`src/rtl/pmc_pkg.sv`:
```
package pmc_pkg;
  typedef enum logic [2:0] {
    PM_NORMAL   = 3'd0,
    PM_SLEEP    = 3'd1,
    PM_STOP     = 3'd2,
    PM_RESTART  = 3'd3,
    PM_FAILSAFE = 3'd4
  } pm_mode_e;

  localparam logic [1:0] RQ_NORMAL  = 2'b00;
  localparam logic [1:0] RQ_SLEEP   = 2'b01;
  localparam logic [1:0] RQ_STOP    = 2'b10;
  localparam logic [1:0] RQ_SOFTRST = 2'b11;
endpackage

```
`src/rtl/pmc_ramp_timer.sv`:
```
module pmc_ramp_timer #(
  parameter int RAMP_CYC = 8
) (
  input  logic clk,
  input  logic rst_n,
  input  logic run,
  output logic done
);
  localparam int CW = $clog2(RAMP_CYC + 1);
  localparam logic [CW-1:0] LIMIT = CW'(RAMP_CYC);

  logic [CW-1:0] cnt_q, cnt_d;
  logic          cnt_en;

  always_comb begin
    cnt_en = 1'b0;
    cnt_d  = cnt_q;
    if (!run) begin
      cnt_en = (cnt_q != '0);
      cnt_d  = '0;
    end else if (cnt_q != LIMIT) begin
      cnt_en = 1'b1;
      cnt_d  = cnt_q + 1'b1;
    end
  end

  always_ff @(posedge clk or negedge rst_n) begin
    if (!rst_n)      cnt_q <= '0;
    else if (cnt_en) cnt_q <= cnt_d;
  end

  assign done = run && (cnt_q == LIMIT);
endmodule

```
`src/rtl/pmc_flag_bank.sv`:
```
module pmc_flag_bank #(
  parameter int NSRC = 3
) (
  input  logic            clk,
  input  logic            rst_n,
  input  logic [NSRC-1:0] hit,
  input  logic            stat_rd,
  input  logic            rx_rearm,
  input  logic            int_set,
  input  logic            nak_set,
  output logic [NSRC-1:0] stat_q,
  output logic            int_q,
  output logic            rx_q,
  output logic            nak_q
);
  for (genvar g = 0; g < NSRC; g++) begin : g_sticky
    logic bit_q;
    always_ff @(posedge clk or negedge rst_n) begin
      if (!rst_n)       bit_q <= 1'b0;
      else if (hit[g])  bit_q <= 1'b1;
      else if (stat_rd) bit_q <= 1'b0;
    end
    assign stat_q[g] = bit_q;
  end

  logic rx_clr;
  assign rx_clr = stat_rd || rx_rearm;

  always_ff @(posedge clk or negedge rst_n) begin
    if (!rst_n) begin
      int_q <= 1'b0;
      rx_q  <= 1'b0;
      nak_q <= 1'b0;
    end else begin
      if (int_set)      int_q <= 1'b1;
      else if (stat_rd) int_q <= 1'b0;
      if (hit[0])       rx_q  <= 1'b1;
      else if (rx_clr)  rx_q  <= 1'b0;
      if (nak_set)      nak_q <= 1'b1;
      else if (stat_rd) nak_q <= 1'b0;
    end
  end
endmodule

```
`src/rtl/pmc_mode_fsm.sv`:
```
module pmc_mode_fsm
  import pmc_pkg::*;
#(
  parameter int NSRC = 3
) (
  input  logic            clk,
  input  logic            rst_n,
  input  logic            req_valid,
  input  logic [1:0]      req_mode,
  input  logic [NSRC-1:0] wake_hit,
  input  logic [NSRC-1:0] wake_en,
  input  logic            crit_fail,
  input  logic            ramp_done,
  input  logic            rst_dly_done,
  input  logic            wd_cfg,
  output pm_mode_e        mode_q,
  output logic            sleep_refused,
  output logic            int_set,
  output logic            wd_force_q
);
  pm_mode_e mode_d;
  logic     any_wake, awake_mode, req_ok, req_take, wd_d;

  always_comb begin
    any_wake      = |wake_hit;
    awake_mode    = (mode_q == PM_NORMAL) || (mode_q == PM_STOP);
    req_ok        = req_valid && awake_mode && !crit_fail;
    sleep_refused = req_ok && (req_mode == RQ_SLEEP) && (wake_en == '0);
    req_take      = req_ok && !sleep_refused;
    int_set       = any_wake && awake_mode;

    mode_d = mode_q;
    if (crit_fail) begin
      mode_d = PM_FAILSAFE;
    end else begin
      case (mode_q)
        PM_NORMAL, PM_STOP: begin
          if (req_take) begin
            case (req_mode)
              RQ_NORMAL: mode_d = PM_NORMAL;
              RQ_SLEEP:  mode_d = PM_SLEEP;
              RQ_STOP:   mode_d = PM_STOP;
              default:   mode_d = PM_RESTART;
            endcase
          end
        end
        PM_SLEEP, PM_FAILSAFE: if (any_wake) mode_d = PM_RESTART;
        PM_RESTART:            if (ramp_done && rst_dly_done) mode_d = PM_NORMAL;
        default:               mode_d = PM_NORMAL;
      endcase
    end

    wd_d = wd_force_q;
    if (req_take) wd_d = 1'b0;
    if (wake_hit[0] && (mode_q == PM_STOP) && wd_cfg) wd_d = 1'b1;
  end

  always_ff @(posedge clk or negedge rst_n) begin
    if (!rst_n) begin
      mode_q     <= PM_NORMAL;
      wd_force_q <= 1'b0;
    end else begin
      mode_q     <= mode_d;
      wd_force_q <= wd_d;
    end
  end
endmodule

```
`src/rtl/pwr_mode_ctrl.sv`:
```
module pwr_mode_ctrl
  import pmc_pkg::*;
#(
  parameter int N_LOCAL  = 2,
  parameter int RAMP_CYC = 8
) (
  input  logic               clk,
  input  logic               rst_n,
  input  logic               req_valid,
  input  logic [1:0]         req_mode,
  input  logic               bus_wake,
  input  logic [N_LOCAL-1:0] local_wake,
  input  logic [N_LOCAL:0]   wake_en,
  input  logic               wd_cfg,
  input  logic               crit_fail,
  input  logic               rst_dly_done,
  input  logic               stat_rd,
  input  logic               rx_rearm,
  output logic [2:0]         mode,
  output logic               int_n,
  output logic               rx_wake_n,
  output logic               vreg_en,
  output logic [N_LOCAL:0]   wake_stat,
  output logic               wd_force,
  output logic               sleep_nak
);
  localparam int NSRC = N_LOCAL + 1;

  logic [1:0] rst_sh;
  logic       rst_int_n;

  always_ff @(posedge clk or negedge rst_n) begin
    if (!rst_n) rst_sh <= 2'b00;
    else        rst_sh <= {rst_sh[0], 1'b1};
  end
  assign rst_int_n = rst_sh[1];

  logic [NSRC-1:0] wake_hit;
  pm_mode_e        mode_q;
  logic            ramp_done, sleep_refused, int_set, int_q, rx_q;

  assign wake_hit = {local_wake, bus_wake} & wake_en;

  pmc_ramp_timer #(.RAMP_CYC(RAMP_CYC)) u_ramp (
    .clk  (clk),
    .rst_n(rst_int_n),
    .run  (mode_q == PM_RESTART),
    .done (ramp_done)
  );

  pmc_mode_fsm #(.NSRC(NSRC)) u_fsm (
    .clk          (clk),
    .rst_n        (rst_int_n),
    .req_valid    (req_valid),
    .req_mode     (req_mode),
    .wake_hit     (wake_hit),
    .wake_en      (wake_en),
    .crit_fail    (crit_fail),
    .ramp_done    (ramp_done),
    .rst_dly_done (rst_dly_done),
    .wd_cfg       (wd_cfg),
    .mode_q       (mode_q),
    .sleep_refused(sleep_refused),
    .int_set      (int_set),
    .wd_force_q   (wd_force)
  );

  pmc_flag_bank #(.NSRC(NSRC)) u_flags (
    .clk     (clk),
    .rst_n   (rst_int_n),
    .hit     (wake_hit),
    .stat_rd (stat_rd),
    .rx_rearm(rx_rearm),
    .int_set (int_set),
    .nak_set (sleep_refused),
    .stat_q  (wake_stat),
    .int_q   (int_q),
    .rx_q    (rx_q),
    .nak_q   (sleep_nak)
  );

  assign mode      = mode_q;
  assign int_n     = !int_q;
  assign rx_wake_n = !rx_q;
  assign vreg_en   = (mode_q != PM_SLEEP) && (mode_q != PM_FAILSAFE);
endmodule

```
`config.mk`:
```
export PLATFORM = sky130hd
export DESIGN_NAME = pwr_mode_ctrl
export DESIGN_NICKNAME = d
export VERILOG_FILES = /design/src/rtl/pmc_pkg.sv /design/src/rtl/pmc_ramp_timer.sv /design/src/rtl/pmc_flag_bank.sv /design/src/rtl/pmc_mode_fsm.sv /design/src/rtl/pwr_mode_ctrl.sv
export SDC_FILE = /design/constraint.sdc
export NUM_CORES = 1
export LEC_CHECK = 0
export BUFFER_PORTS_ARGS = -buffer_cell sky130_fd_sc_hd__buf_2
export CAP_MARGIN = 10
export CORE_MARGIN = 2
export CORE_UTILIZATION = 47
export CTS_BUF_LIST = sky130_fd_sc_hd__clkbuf_16
export DETAILED_ROUTE_END_ITERATION = 8
export GPL_TIMING_DRIVEN = 0
export HOLD_SLACK_MARGIN = 0.06
export PLACE_DENSITY = 0.86
export SLEW_MARGIN = 20
export SYNTH_ARGS = -nofsm -noshare
export SYNTH_HDL_FRONTEND = slang
export SYNTH_SLANG_ARGS = --single-unit
```
`constraint.sdc`:
```
create_clock -name clk -period 0.9 [get_ports clk]
set_input_delay 0 -clock clk [delete_from_list [all_inputs] [get_ports clk]]
set_output_delay 0 -clock clk [all_outputs]
set_load 0.03 [all_outputs]
```
==> reports/qor.yml <==
slowest_delay_ns: 0.40
htree_num_levels: 1
synth-async-reset-ratio: 1.00
max_slew_margin: 0.611
nNetsFinal: 148
cts-root-buf: "clkbuf_16"
post-route-period-util: 1.61
path_delay_family: "compound AO/OA/AOI/OAI gates"
cp_slowest_cell: "dfrtp_1"
synth_fp_nets: 97
drc: 0
crit_path_max_fanout: 5
end_kind: "flop"
irDropWorstVdd_uv: 1660
syn_area_um2: 793
design_area_mm2: 0.00134
period_needed_ns: 1.45
path_buf_inv: 1
endpoint: "u_fsm.mode_q[1]"
cts_tree: "built"
core-area_mm2: 0.00154
violations: "setup timing"
grt-busiest-layer: "met2"
design.portCount: 27
syn_inst: 79
use_met3: 0.0960
power_leakage_nw: 0.645
grt_usage: 0.293
start_util: 0.515
power_density_mw_per_mm2: 2020
die_area_mm2: 0.00203
grt_overflow: 0
die_y_um: 45.1
synth_seq_cells: 16
clk_latency_ns: 0.25
cp_cell_sequence: "inv_2 > ha_4 > nor2b_4 > a31oi_4 > a221oi_2 > a211oi_2"
io_buffers: 26
worstSetupPathType: "flop to flop"
fmax_mhz: 689
holdWs_ns: 0.0790
dp_hpwl_mm: 1.22
outcome: "complete, but fails checks"
startpoint_type: "flop"
antenna_found_initial: 0
routed_wl_mm: 2.98
yosysSeqAreaShare: 0.505
drv_cap: 0
antenna_left: 0
synth.distinct_cells: 33
area_growth_pct: 69.4
maxSlewViolCount: 0
cts.clk_slew.worst_paths_ns: 0.05
cts_buffers: 3
rows: 14
path_depth: 6
power_mw: 2.72
layout_setup_ws_ns: -0.551
clkSinkCount: 16
vias: 889
viasPerCell: 6.13
grt_pass1_wl_mm: 4.04
use_met1: 0.343
synthFlopType: "dfrtp_1"
crit_start: "u_ramp.cnt_q[0]"
worst_pin_slew_ns: 0.583
hp-class: "input pin to async pin"
routedWlPerCell_um: 20.5
reg2reg_depth: 6
placed_area_um2: 960
synth-edff-count: 0
gp_congestion: 0.785
drive_gt1_frac: 0.512
grt_pass1_vias: 836
grtUsageMet2: 0.500
skew_ns: 0.00527
firstDrtPassIters: 4
worstPathRequired_ns: 1.02
antenna_cells: 0
utilization: 0.872
rsz0062_at_grt: "true"
hold_violations: 0
die_w_um: 45.1
r2r-start: "u_ramp.cnt_q[0]"
yosysWarnings: 0
finalSetupViolations: 12
clockBufferDepth: 2
arrival_ns: 1.57
ff2ff_setup_slack_ns: -0.55
dpl_worst_slack_ns: -0.548
first_iter_violations: 33
regToRegEndpoint: "u_fsm.mode_q[1]"
grt_max_degree: 15
syn_avg_cell_area_um2: 10.0
==> per-stage QoR <==
step,instances,setup TNS (ns)
6_report,145,-4.34
5_1_grt,145,-4.77
4_1_cts,142,-3.19
3_5_place_dp,121,-2.85
3_3_place_gp,121,-2.64
2_1_floorplan,79,-2.72
==> sequential cells by signal (all words and copies together), names as in the netlist <==
register                flops
rst_sh                      2
u_flags.rx_q                1
u_fsm.wd_force_q            1
u_ramp.cnt_q                4
u_fsm.mode_q                3
u_flags.int_q               1
u_flags.nak_q               1
u_flags.g_sticky.bit_q      3
==> worst min path at each step <==
stage          start        end  cells after the start
4_1_cts        rst_n  rst_sh[0]                      2
3_5_place_dp   rst_n  rst_sh[1]                      1
5_1_grt        rst_n  rst_sh[0]                      2
6_report       rst_n  rst_sh[1]                      2
3_3_place_gp   rst_n  rst_sh[0]                      1
2_1_floorplan  rst_n  rst_sh[0]                      0
==> final cells by class <==
cell class	instances	area (um2)
buffer	2	15.0
clock buffer	3	75.1
clock inverter	1	3.75
fill	72	198
inverter	12	45.0
multi-input combinational	47	412
sequential	16	404
tap	16	20.0
timing repair buffer	48	369
==> cell usage after synthesis, types with 2 or more instances <==
cell | instances | area, um2
nand2_1 | 4 | 15.0
xor2_1 | 2 | 17.5
and3_1 | 2 | 12.5
a32o_1 | 2 | 20.0
buf_4 | 3 | 22.5
a211oi_1 | 2 | 15.0
a21oi_1 | 3 | 15.0
nand3_1 | 2 | 10.0
nor2_1 | 5 | 18.8
a21o_1 | 2 | 15.0
o22ai_1 | 2 | 12.5
o21ai_0 | 3 | 15.0
dfrtp_1 | 16 | 400
inv_1 | 11 | 41.3
ha_1 | 2 | 25.0
==> worst register-to-register path: cells and delay by family, from the launching register on <==
family | cells | cell delay, ns
buffers and inverters | 1 | 0.11
AO/OA/AOI/OAI | 3 | 0.47
AND/OR/NAND/NOR | 1 | 0.21
adder cells (fa/ha/maj) | 1 | 0.14
flip-flops | 1 | 0.40
==> routing by layer <==
layer / vias to the layer above / wire length, um
met5: - / 0
met1: 447 / 1120
li1: 375 / -
met3: 8 / 240
met4: 0 / 61
met2: 59 / 1550
==> placed cells by master, fill, tap and decap left out, drive strengths merged, types with 2 or more instances in the layout <==
cell type	count
a21oi	3
a21o	2
nand3	2
inv	11
a211oi	3
dfrtp	16
and3	2
buf	41
clkinv	2
dlygate4sd3	8
a32o	2
xor2	2
nor2	5
o21ai	3
ha	2
nand2	4
clkbuf	4
o22ai	2
==> power by group <==
| part | switching (mW) | internal, mW |
|---|---|---|
| clock | 0.278 | 0.589 |
| sequential | 0.0870 | 0.796 |
| combinational | 0.498 | 0.472 |
==> timing repair <==
item                       CTS  global route
setup buffers               10             5
hold endpoints to repair    11             0
pin swaps                    5             6
hold buffers                 8             0
setup endpoints to repair   13            17
resized for setup           20            16
==> kinds of logic (layout without fill, tap and decap cells) <==
logic type,Yosys count,in the layout,share of synthesized area
AO/OA/AOI/OAI,21,21,0.194
AND/OR/NAND/NOR,20,20,0.142
flip-flops,16,16,0.505
buffers and inverters,16,66,0.0899
XOR/XNOR,3,3,0.0331
adder cells (fa/ha/maj),2,2,0.0315
other,1,1,0.00473
Power figures use the tool's default switching activity.
